==> config.mk <==
export PLATFORM = sky130hd
export DESIGN_NAME = gpio_bitset_port
export DESIGN_NICKNAME = d
export VERILOG_FILES = /design/src/rtl/gpio_bs_pkg.sv /design/src/rtl/gpio_pin_sync.sv /design/src/rtl/gpio_read_mux.sv /design/src/rtl/gpio_bitset_seq.sv /design/src/rtl/gpio_bitset_port.sv
export SDC_FILE = /design/constraint.sdc
export NUM_CORES = 1
export LEC_CHECK = 0
export BUFFER_PORTS_ARGS = -buffer_cell sky130_fd_sc_hd__buf_2
export CORE_UTILIZATION = 40
export CTS_BUF_LIST = sky130_fd_sc_hd__clkbuf_2
export DETAILED_ROUTE_END_ITERATION = 8
export PLACE_DENSITY_LB_ADDON = 0.12
export SYNTH_ARGS = -nofsm -noshare
export SYNTH_HDL_FRONTEND = slang
export SYNTH_SLANG_ARGS = --single-unit
==> constraint.sdc <==
create_clock -name clk -period 1.7 [get_ports clk]
set_input_delay 0.34 -clock clk [delete_from_list [all_inputs] [get_ports clk]]
set_output_delay 0.34 -clock clk [all_outputs]
set_load 0.02 [all_outputs]
==> src/rtl/gpio_bs_pkg.sv <==
package gpio_bs_pkg;
  typedef enum logic [1:0] {
    BS_IDLE   = 2'd0,
    BS_MODIFY = 2'd1,
    BS_WRITE  = 2'd2
  } bs_state_e;
endpackage

==> src/rtl/gpio_pin_sync.sv <==
module gpio_pin_sync #(
  parameter int WIDTH  = 8,
  parameter int STAGES = 2
) (
  input  logic             clk,
  input  logic             rst,
  input  logic [WIDTH-1:0] pin_async,
  output logic [WIDTH-1:0] pin_sync
);
  logic [STAGES-1:0][WIDTH-1:0] chain_q;

  always_ff @(posedge clk) begin
    if (rst) begin
      chain_q <= '0;
    end else begin
      chain_q[0] <= pin_async;
      for (int s = 1; s < STAGES; s++) chain_q[s] <= chain_q[s-1];
    end
  end

  assign pin_sync = chain_q[STAGES-1];
endmodule

==> src/rtl/gpio_read_mux.sv <==
module gpio_read_mux #(
  parameter int WIDTH = 8
) (
  input  logic             clk,
  input  logic             rst,
  input  logic [WIDTH-1:0] dir,
  input  logic [WIDTH-1:0] latch,
  input  logic [WIDTH-1:0] pin_sync,
  output logic [WIDTH-1:0] blended,
  output logic [WIDTH-1:0] rd_q
);
  // per-bit selection between latch (output) and pin (input)
  for (genvar b = 0; b < WIDTH; b++) begin : g_bit
    assign blended[b] = dir[b] ? latch[b] : pin_sync[b];
  end

  always_ff @(posedge clk) begin
    if (rst) rd_q <= '0;
    else     rd_q <= blended;
  end

  // output-configured bits of the read register follow the latch
  assert_rd_output_bits_R4: assert property (@(posedge clk) disable iff (rst)
    1'b1 |=> ((rd_q & $past(dir)) == ($past(latch) & $past(dir))));
endmodule

==> src/rtl/gpio_bitset_seq.sv <==
module gpio_bitset_seq
  import gpio_bs_pkg::*;
#(
  parameter int WIDTH = 8,
  localparam int IDX_W = $clog2(WIDTH)
) (
  input  logic             clk,
  input  logic             rst,
  input  logic             start,
  input  logic [IDX_W-1:0] index,
  input  logic [WIDTH-1:0] blended,
  output logic             busy,
  output logic             done,
  output logic             wb_en,
  output logic [WIDTH-1:0] wb_data
);
  bs_state_e        state_q;
  logic [WIDTH-1:0] work_q;
  logic [IDX_W-1:0] idx_q;
  logic             done_q;

  always_ff @(posedge clk) begin
    if (rst) begin
      state_q <= BS_IDLE;
      work_q  <= '0;
      idx_q   <= '0;
      done_q  <= 1'b0;
    end else begin
      done_q <= 1'b0;
      unique case (state_q)
        BS_IDLE: if (start) begin
          work_q  <= blended;
          idx_q   <= index;
          state_q <= BS_MODIFY;
        end
        BS_MODIFY: begin
          work_q[idx_q] <= 1'b1;
          state_q       <= BS_WRITE;
        end
        BS_WRITE: begin
          state_q <= BS_IDLE;
          done_q  <= 1'b1;
        end
        default: state_q <= BS_IDLE;
      endcase
    end
  end

  assign busy    = (state_q != BS_IDLE);
  assign wb_en   = (state_q == BS_WRITE);
  assign wb_data = work_q;
  assign done    = done_q;

  // an accepted start raises busy on the next cycle
  assert_start_busy_R8: assert property (@(posedge clk) disable iff (rst)
    (start && !busy) |=> busy);
  // done is a single-cycle pulse
  assert_done_pulse_R8: assert property (@(posedge clk) disable iff (rst)
    done |=> !done);
  // a busy sequence advances regardless of start
  assert_no_restart_R9: assert property (@(posedge clk) disable iff (rst)
    (state_q == BS_MODIFY) |=> (state_q == BS_WRITE));
  // the write-back byte carries the addressed bit set
  assert_bit_forced_R5: assert property (@(posedge clk) disable iff (rst)
    wb_en |-> wb_data[idx_q]);
endmodule

==> src/rtl/gpio_bitset_port.sv <==
module gpio_bitset_port #(
  parameter int WIDTH = 8,
  parameter int SYNC_STAGES = 2,
  localparam int IDX_W = $clog2(WIDTH)
) (
  input  logic             clk,
  input  logic             rst,
  input  logic [WIDTH-1:0] host_wdata,
  input  logic             data_we,
  input  logic             dir_we,
  output logic [WIDTH-1:0] rd_data,
  input  logic             bs_start,
  input  logic [IDX_W-1:0] bs_index,
  output logic             bs_busy,
  output logic             bs_done,
  input  logic [WIDTH-1:0] pin_in,
  output logic [WIDTH-1:0] pin_out,
  output logic [WIDTH-1:0] pin_oe
);
  logic [WIDTH-1:0] dir_q;
  logic [WIDTH-1:0] data_q;
  logic [WIDTH-1:0] pin_sync;
  logic [WIDTH-1:0] blended;
  logic             wb_en;
  logic [WIDTH-1:0] wb_data;

  gpio_pin_sync #(.WIDTH(WIDTH), .STAGES(SYNC_STAGES)) u_sync (
    .clk(clk), .rst(rst), .pin_async(pin_in), .pin_sync(pin_sync)
  );

  gpio_read_mux #(.WIDTH(WIDTH)) u_mux (
    .clk(clk), .rst(rst), .dir(dir_q), .latch(data_q),
    .pin_sync(pin_sync), .blended(blended), .rd_q(rd_data)
  );

  gpio_bitset_seq #(.WIDTH(WIDTH)) u_seq (
    .clk(clk), .rst(rst), .start(bs_start), .index(bs_index),
    .blended(blended), .busy(bs_busy), .done(bs_done),
    .wb_en(wb_en), .wb_data(wb_data)
  );

  always_ff @(posedge clk) begin
    if (rst) begin
      dir_q  <= '0;
      data_q <= '0;
    end else begin
      if (dir_we) dir_q <= host_wdata;
      if (wb_en)        data_q <= wb_data;   // bit-set wins over host
      else if (data_we) data_q <= host_wdata;
    end
  end

  assign pin_oe  = dir_q;
  assign pin_out = data_q & dir_q;

  // a write-back lands in the data register even under a host write
  assert_wb_wins_R10: assert property (@(posedge clk) disable iff (rst)
    wb_en |=> (data_q == $past(wb_data)));
endmodule

# ---- Word level (Yosys, flattened, before mapping)
# Cells that the tools add are included.
dict set report totals {
  out_inout_bits 26
  elab_cells 40
  regBits 54
}
dict set report op_classes {
  n_eq_ne 3
  order_cmp 2
  n_mux 17
  bitwise_logic 2
  reduce_logical 7
}
# op count
set ops {}
lappend ops {{$mux W8} 3}
lappend ops {{$pmux W8 S2} 1}
lappend ops {{$mux W1} 10}
lappend ops {{$and A8 B8 Y8} 1}
lappend ops {{$or A8 B8 Y8} 1}
lappend ops {{$reduce_bool A2 Y1} 3}
lappend ops {{$lt A3 B4 Y1 const B} 1}
lappend ops {{$pmux W2 S2} 1}
lappend ops {{$reduce_and A2 Y1} 2}
lappend ops {{$demux W1 S3} 1}
lappend ops {{$ge A3 B1 Y1 const B} 1}
lappend ops {{$eq A2 B1 Y1 const B} 1}
lappend ops {{$eq A2 B2 Y1 const B} 1}
lappend ops {{$logic_not A2 Y1} 1}
lappend ops {{$mux W2} 1}
lappend ops {{$ne A2 B2 Y1 const B} 1}
lappend ops {{$logic_and A1 B1 Y1} 1}

# ---- Depth between registers and ports, before layout
dict set report logic_depth {
  depth_word 6
  ltp_mapped 6
  depth_no_buf 3
}

# ---- By module
# A second synthesis with hierarchy kept.
dict set report unflattened {
  hier_cells 200
  hier_area_um2 2172.1
}
# module cells_each instances seq_area_each_um2 area_per_inst_um2
set modules_own_cells {}
lappend modules_own_cells {gpio_bitset_port 69 1 320.3 699.4}
lappend modules_own_cells {gpio_bitset_seq 66 1 280.3 614.3}
lappend modules_own_cells {gpio_pin_sync 41 1 320.3 524.3}
lappend modules_own_cells {gpio_read_mux 24 1 160.2 334.1}

# ---- Worst setup path before layout
# No wires, ideal clock.
dict set report synth_timing {
  path_type {reg-to-reg}
  from {register dir_q[7] (netlist: pin_oe[7])}
  to {register u_seq.work_q[7] (netlist: u_seq.wb_data[7])}
  setup_slack_ps 428
  synth_period_minus_slack_ps 1272
  setup_ps 112
  stages_incl_launch_ff 4
  required_time_ps 1588
  arrival_time_ps 1159
  path_cell_list {dfxtp_1 and2_1 a21oi_1 a2111oi_1}
}
dict set report synth_via {
  elab_chain_len 3
}
# item line
set synth_lines {}
lappend synth_lines {{start: declaration} gpio_bitset_port.sv:20} ;# logic [WIDTH-1:0] dir_q;
lappend synth_lines {{start signal: assignment} gpio_bitset_port.sv:47} ;# if (dir_we) dir_q <= host_wdata;
lappend synth_lines {{$mux W1} gpio_read_mux.sv:14} ;# assign blended[b] = dir[b] ? latch[b] : pin_sync[b];
lappend synth_lines {{$mux W8} gpio_bitset_seq.sv:31} ;# BS_IDLE: if (start) begin
lappend synth_lines {{$pmux W8 S2} gpio_bitset_seq.sv:30} ;# unique case (state_q)
lappend synth_lines {{end signal: assignment} gpio_bitset_seq.sv:32} ;# work_q <= blended;
lappend synth_lines {{end: declaration} gpio_bitset_seq.sv:18} ;# logic [WIDTH-1:0] work_q;
# Every way passes these cells. The select of a mux whose other input is x is not followed.
# A chain may end at the register's enable or synchronous reset.

# ---- Final worst setup path
dict set report layout_timing {
  from {register u_seq.state_q[1]}
  to {output bs_busy}
}
dict set report layout_via {
  elab_chain_len 1
}
# item line
set layout_lines {}
lappend layout_lines {{start: declaration} gpio_bitset_seq.sv:17} ;# bs_state_e state_q;
lappend layout_lines {{start signal: assignment} gpio_bitset_seq.sv:24} ;# state_q <= BS_IDLE;
lappend layout_lines {{start signal: assignment} gpio_bitset_seq.sv:34} ;# state_q <= BS_MODIFY;
lappend layout_lines {{start signal: assignment} gpio_bitset_seq.sv:38} ;# state_q <= BS_WRITE;
lappend layout_lines {{$reduce_bool A2 Y1} gpio_bitset_seq.sv:49} ;# assign busy = (state_q != BS_IDLE);
lappend layout_lines {{end: declaration} gpio_bitset_port.sv:14} ;# output logic bs_busy,
# Every way passes these cells.

==> PnR_summary.wiki <==
{| class="wikitable"
! Metric !! Value
|-
| IO Port Bufs || 49
|-
| Cell Rows || 25
|-
| Placer Congestion || 0.789
|-
| First-pass iteration count of the detailed router || 4
|-
| Met3 layer usage reported by global route || 4.44%
|-
| WHS || 0.0676 ns
|-
| Seq/Total Area, Yosys || 54.9%
|-
| Worst reg-to-reg setup slack || 0.47 ns
|-
| Outcome || finished clean
|-
| Worst setup path class || reg -> out
|-
| Start of the worst register-to-register path || u_seq.state_q[1]
|-
| Setup Viol. Count Final || 0
|-
| Yosys warnings || 0
|-
| WL per Instance || 12.0 microns
|-
| Vias per Instance || 4.60
|-
| H-tree Lvls || 2
|-
| Post-CTS setup buffer count || 0
|-
| Switching component of the power || 0.585 mW
|-
| Overall power consumption || 2.16 mW
|-
| Max-Cap Viols || 0
|-
| Setup repair after global routing missed its margin || false
|-
| Sw Share || 27.1%
|-
| Area of the mapped netlist || 0.00197 sq mm
|-
| Antenna violation net count after detailed routing || 0
|-
| Sequential fraction of design power || 64.2%
|-
| TritonCTS clock tree || built
|-
| Cts-stage hold buffer count || 0
|-
| DRC violation total after the first TritonRoute iteration || 59
|-
| Post-Syn Area per Cell || 10.4 sq um
|-
| Share of power burned in combinational logic || 12.5%
|-
| Clock root buffer || sky130_fd_sc_hd__clkbuf_2
|-
| Busiest metal layer after global routing || met2
|-
| Class of the tightest hold or removal check || in -> reg
|-
| Clock Skew || 0.0336 ns
|-
| Number of endpoints with negative hold slack in the final report || 0
|-
| Category of the worst setup path capture point || output port
|-
| Maximum clock frequency || 609 MHz
|-
| Largest net degree at the start of global routing || 26
|-
| Normalized max-slew margin || 72.3%
|-
| Post-layout net count || 263
|-
| Clock power frac || 23.4%
|-
| Final clock period utilization by the worst path || 96.6%
|-
| End-of-flow core utilization || 49.2%
|-
| Met1 layer usage reported by global route || 19.6%
|-
| Clock sink count || 54
|-
| Count of unique library cells instantiated by Yosys || 24
|-
| CP Capture Point || bs_busy
|-
| First-pass GRT wire length || 5870 microns
|-
| Max-slew violation count || 0
|-
| Worst-path maximum fanout || 9
|-
| Total nets after synthesis || 214
|-
| Buffer levels on the longest clock path || 2
|-
| Die area || 0.00521 sq mm
|-
| Met2 layer usage reported by global route || 22.7%
|-
| Count of state elements after synthesis || 54
|-
| Number of CTS-inserted buffers || 5
|-
| Final non-filler cell area || 0.00232 sq mm
|-
| WP data required || 1.36 ns
|-
| Fin crit period || 1.64 ns
|-
| Internal power || 1.58 mW
|-
| Worst-case vdd ir drop || 0.000339 V
|-
| Post-synthesis instance total || 190
|-
| Post-detailed-placement cell area || 0.00227 sq mm
|-
| Count of cells along the worst register-to-register path || 3
|-
| Via count of the first global-routing pass || 1247
|-
| R2r endpoint || u_seq.wb_data[0]
|-
| Arrival time worst endpoint || 1.30 ns
|-
| Startpoint of the most critical setup path || u_seq.state_q[1]
|-
| Count of inserted antenna diode cells || 0
|-
| Clock input transition at the sequential cells of the worst setup and hold paths || 0.28 ns
|-
| Total routed wirelength || 3680 microns
|-
| Antenna violations before repair || 0
|-
| Gr usage total || 14.8%
|-
| Cells after DPL || 299
|-
| Final routed DRC violation total || 0
|-
| Later-pin clock latency in the skew report || 0.45 ns
|-
| I/O pin count || 50
|-
| Die extent in y || 72.2 microns
|-
| Post-route insts no fill || 307
|-
| Power density normalized to cell area || 931 mW/mm^2
|-
| DP Worst Slack || 0.393 ns
|-
| Share of layout cells above drive strength 1 || 28.3%
|-
| Leakage Power || 1.06 nW
|-
| Slew at the pin closest to its max-slew limit || 0.409 ns
|-
| Sort of element at the start of the critical path || register
|-
| GRT overflow || 0
|-
| Core region area || 0.00472 sq mm
|-
| Initial cell density of the core || 41.7%
|-
| Placed wire-length estimate || 2610 microns
|-
| Area grow syn2layout || 18.0%
|-
| Vias post-DR || 1411
|-
| Chip Width || 72.2 microns
|-
| Final setup TNS || 0 ns
|-
| Final worst slack || 0.0579 ns
|}
Yosys cell counts:
cell,instances,area share [%]
sky130_fd_sc_hd__a221oi_1,1,0.44
sky130_fd_sc_hd__clkbuf_2,1,0.25
sky130_fd_sc_hd__inv_1,9,1.7
sky130_fd_sc_hd__and2b_1,1,0.38
sky130_fd_sc_hd__buf_2,1,0.25
sky130_fd_sc_hd__nor4b_1,1,0.44
sky130_fd_sc_hd__nand2b_1,1,0.32
sky130_fd_sc_hd__o31a_1,1,0.44
sky130_fd_sc_hd__a211oi_1,21,8.0
sky130_fd_sc_hd__buf_4,1,0.38
sky130_fd_sc_hd__nor2_1,28,5.3
sky130_fd_sc_hd__buf_6,3,1.7
sky130_fd_sc_hd__and3_1,1,0.32
sky130_fd_sc_hd__and4bb_2,2,1.3
sky130_fd_sc_hd__or2_2,1,0.32
sky130_fd_sc_hd__a2111oi_1,1,0.51
sky130_fd_sc_hd__a21oi_1,7,1.8
sky130_fd_sc_hd__mux2i_1,20,10
sky130_fd_sc_hd__nor2b_1,18,5.7
sky130_fd_sc_hd__clkbuf_1,6,1.1
sky130_fd_sc_hd__nor3b_1,1,0.38
sky130_fd_sc_hd__nor3b_4,1,0.95
sky130_fd_sc_hd__and2_1,9,2.9
sky130_fd_sc_hd__dfxtp_1,54,55
worst max-delay path, stage by stage (launching register included):
cell	delay, ns
sky130_fd_sc_hd__dfxtp_4	0.43
sky130_fd_sc_hd__or2_2	0.29
sky130_fd_sc_hd__buf_2	0.16
state kept, by name (all words and copies together) (netlist names):
| register | count |
|---|---|
| u_sync.chain_q | 8 |
| u_sync.pin_sync | 8 |
| u_seq.wb_data | 8 |
| u_seq.done | 1 |
| u_mux.rd_q | 8 |
| u_seq.idx_q | 3 |
| u_seq.state_q | 2 |
| data_q | 8 |
| pin_oe | 8 |
layout make-up:
| type | instances | area, sq um |
|---|---|---|
| well taps | 67 | 83.8 |
| clock inverters | 2 | 13.8 |
| inverters | 9 | 33.8 |
| multi-input cells | 115 | 781 |
| repair buffers | 54 | 295 |
| fillers | 483 | 2400 |
| flip-flops and latches | 54 | 1090 |
| clock buffers | 6 | 30.0 |
power groups by stage:
stage          combinational, mW  clock (mW)  sequential, mW
2_1_floorplan              0.169           0            1.42
4_1_cts                    0.275       0.522            1.39
5_1_grt                    0.298       0.566            1.40
3_3_place_gp               0.271           0            1.41
3_5_place_dp               0.274           0            1.41
6_report                   0.270       0.505            1.39
repair_timing:
item / CTS / global route
gates resized for setup: 1 / 2
endpoints found under the setup margin: 1 / 1
pin swaps: 0 / 0
per-layer routing:
metal  vias to the layer above  wire (microns)  part of all wire, %
met5                         -               0                    0
met4                         0              57                  1.5
met3                         6             165                  4.5
met2                        35            1560                   42
met1                       627            1900                   52
li1                        743               -                    -
cells in the final DEF, fill, tap and decap left out, drive strengths merged:
cell type	count
a2111oi	1
a211oi	21
a21oi	7
a221oi	1
and2	9
and2b	1
and3	1
and4bb	2
buf	54
clkbuf	6
clkinv	2
dfxtp	54
inv	9
mux2i	20
nand2b	1
nor2	28
nor2b	18
nor3b	2
nor4b	1
o31a	1
or2	1
how the worst min path moves through the flow:
stage                      start            endpoint  cells past startpoint
2_1_floorplan  u_sync.chain_q[0]  u_sync.pin_sync[0]                      1
5_1_grt                pin_in[1]   u_sync.chain_q[1]                      2
3_5_place_dp   u_sync.chain_q[1]  u_sync.pin_sync[1]                      1
3_3_place_gp   u_sync.chain_q[6]  u_sync.pin_sync[6]                      1
6_report               pin_in[3]   u_sync.chain_q[3]                      2
4_1_cts                pin_in[3]   u_sync.chain_q[3]                      2
cells by family after synthesis:
kind of cell	count (synthesis)	share of synthesized area, %
AOI/OAI and AO/OA	31	11.2
DFF	54	54.9
and+or+nand+nor	64	18.3
buffers and inverters	21	5.46
muxes	20	10.2
(Power assumes the default switching activity.)
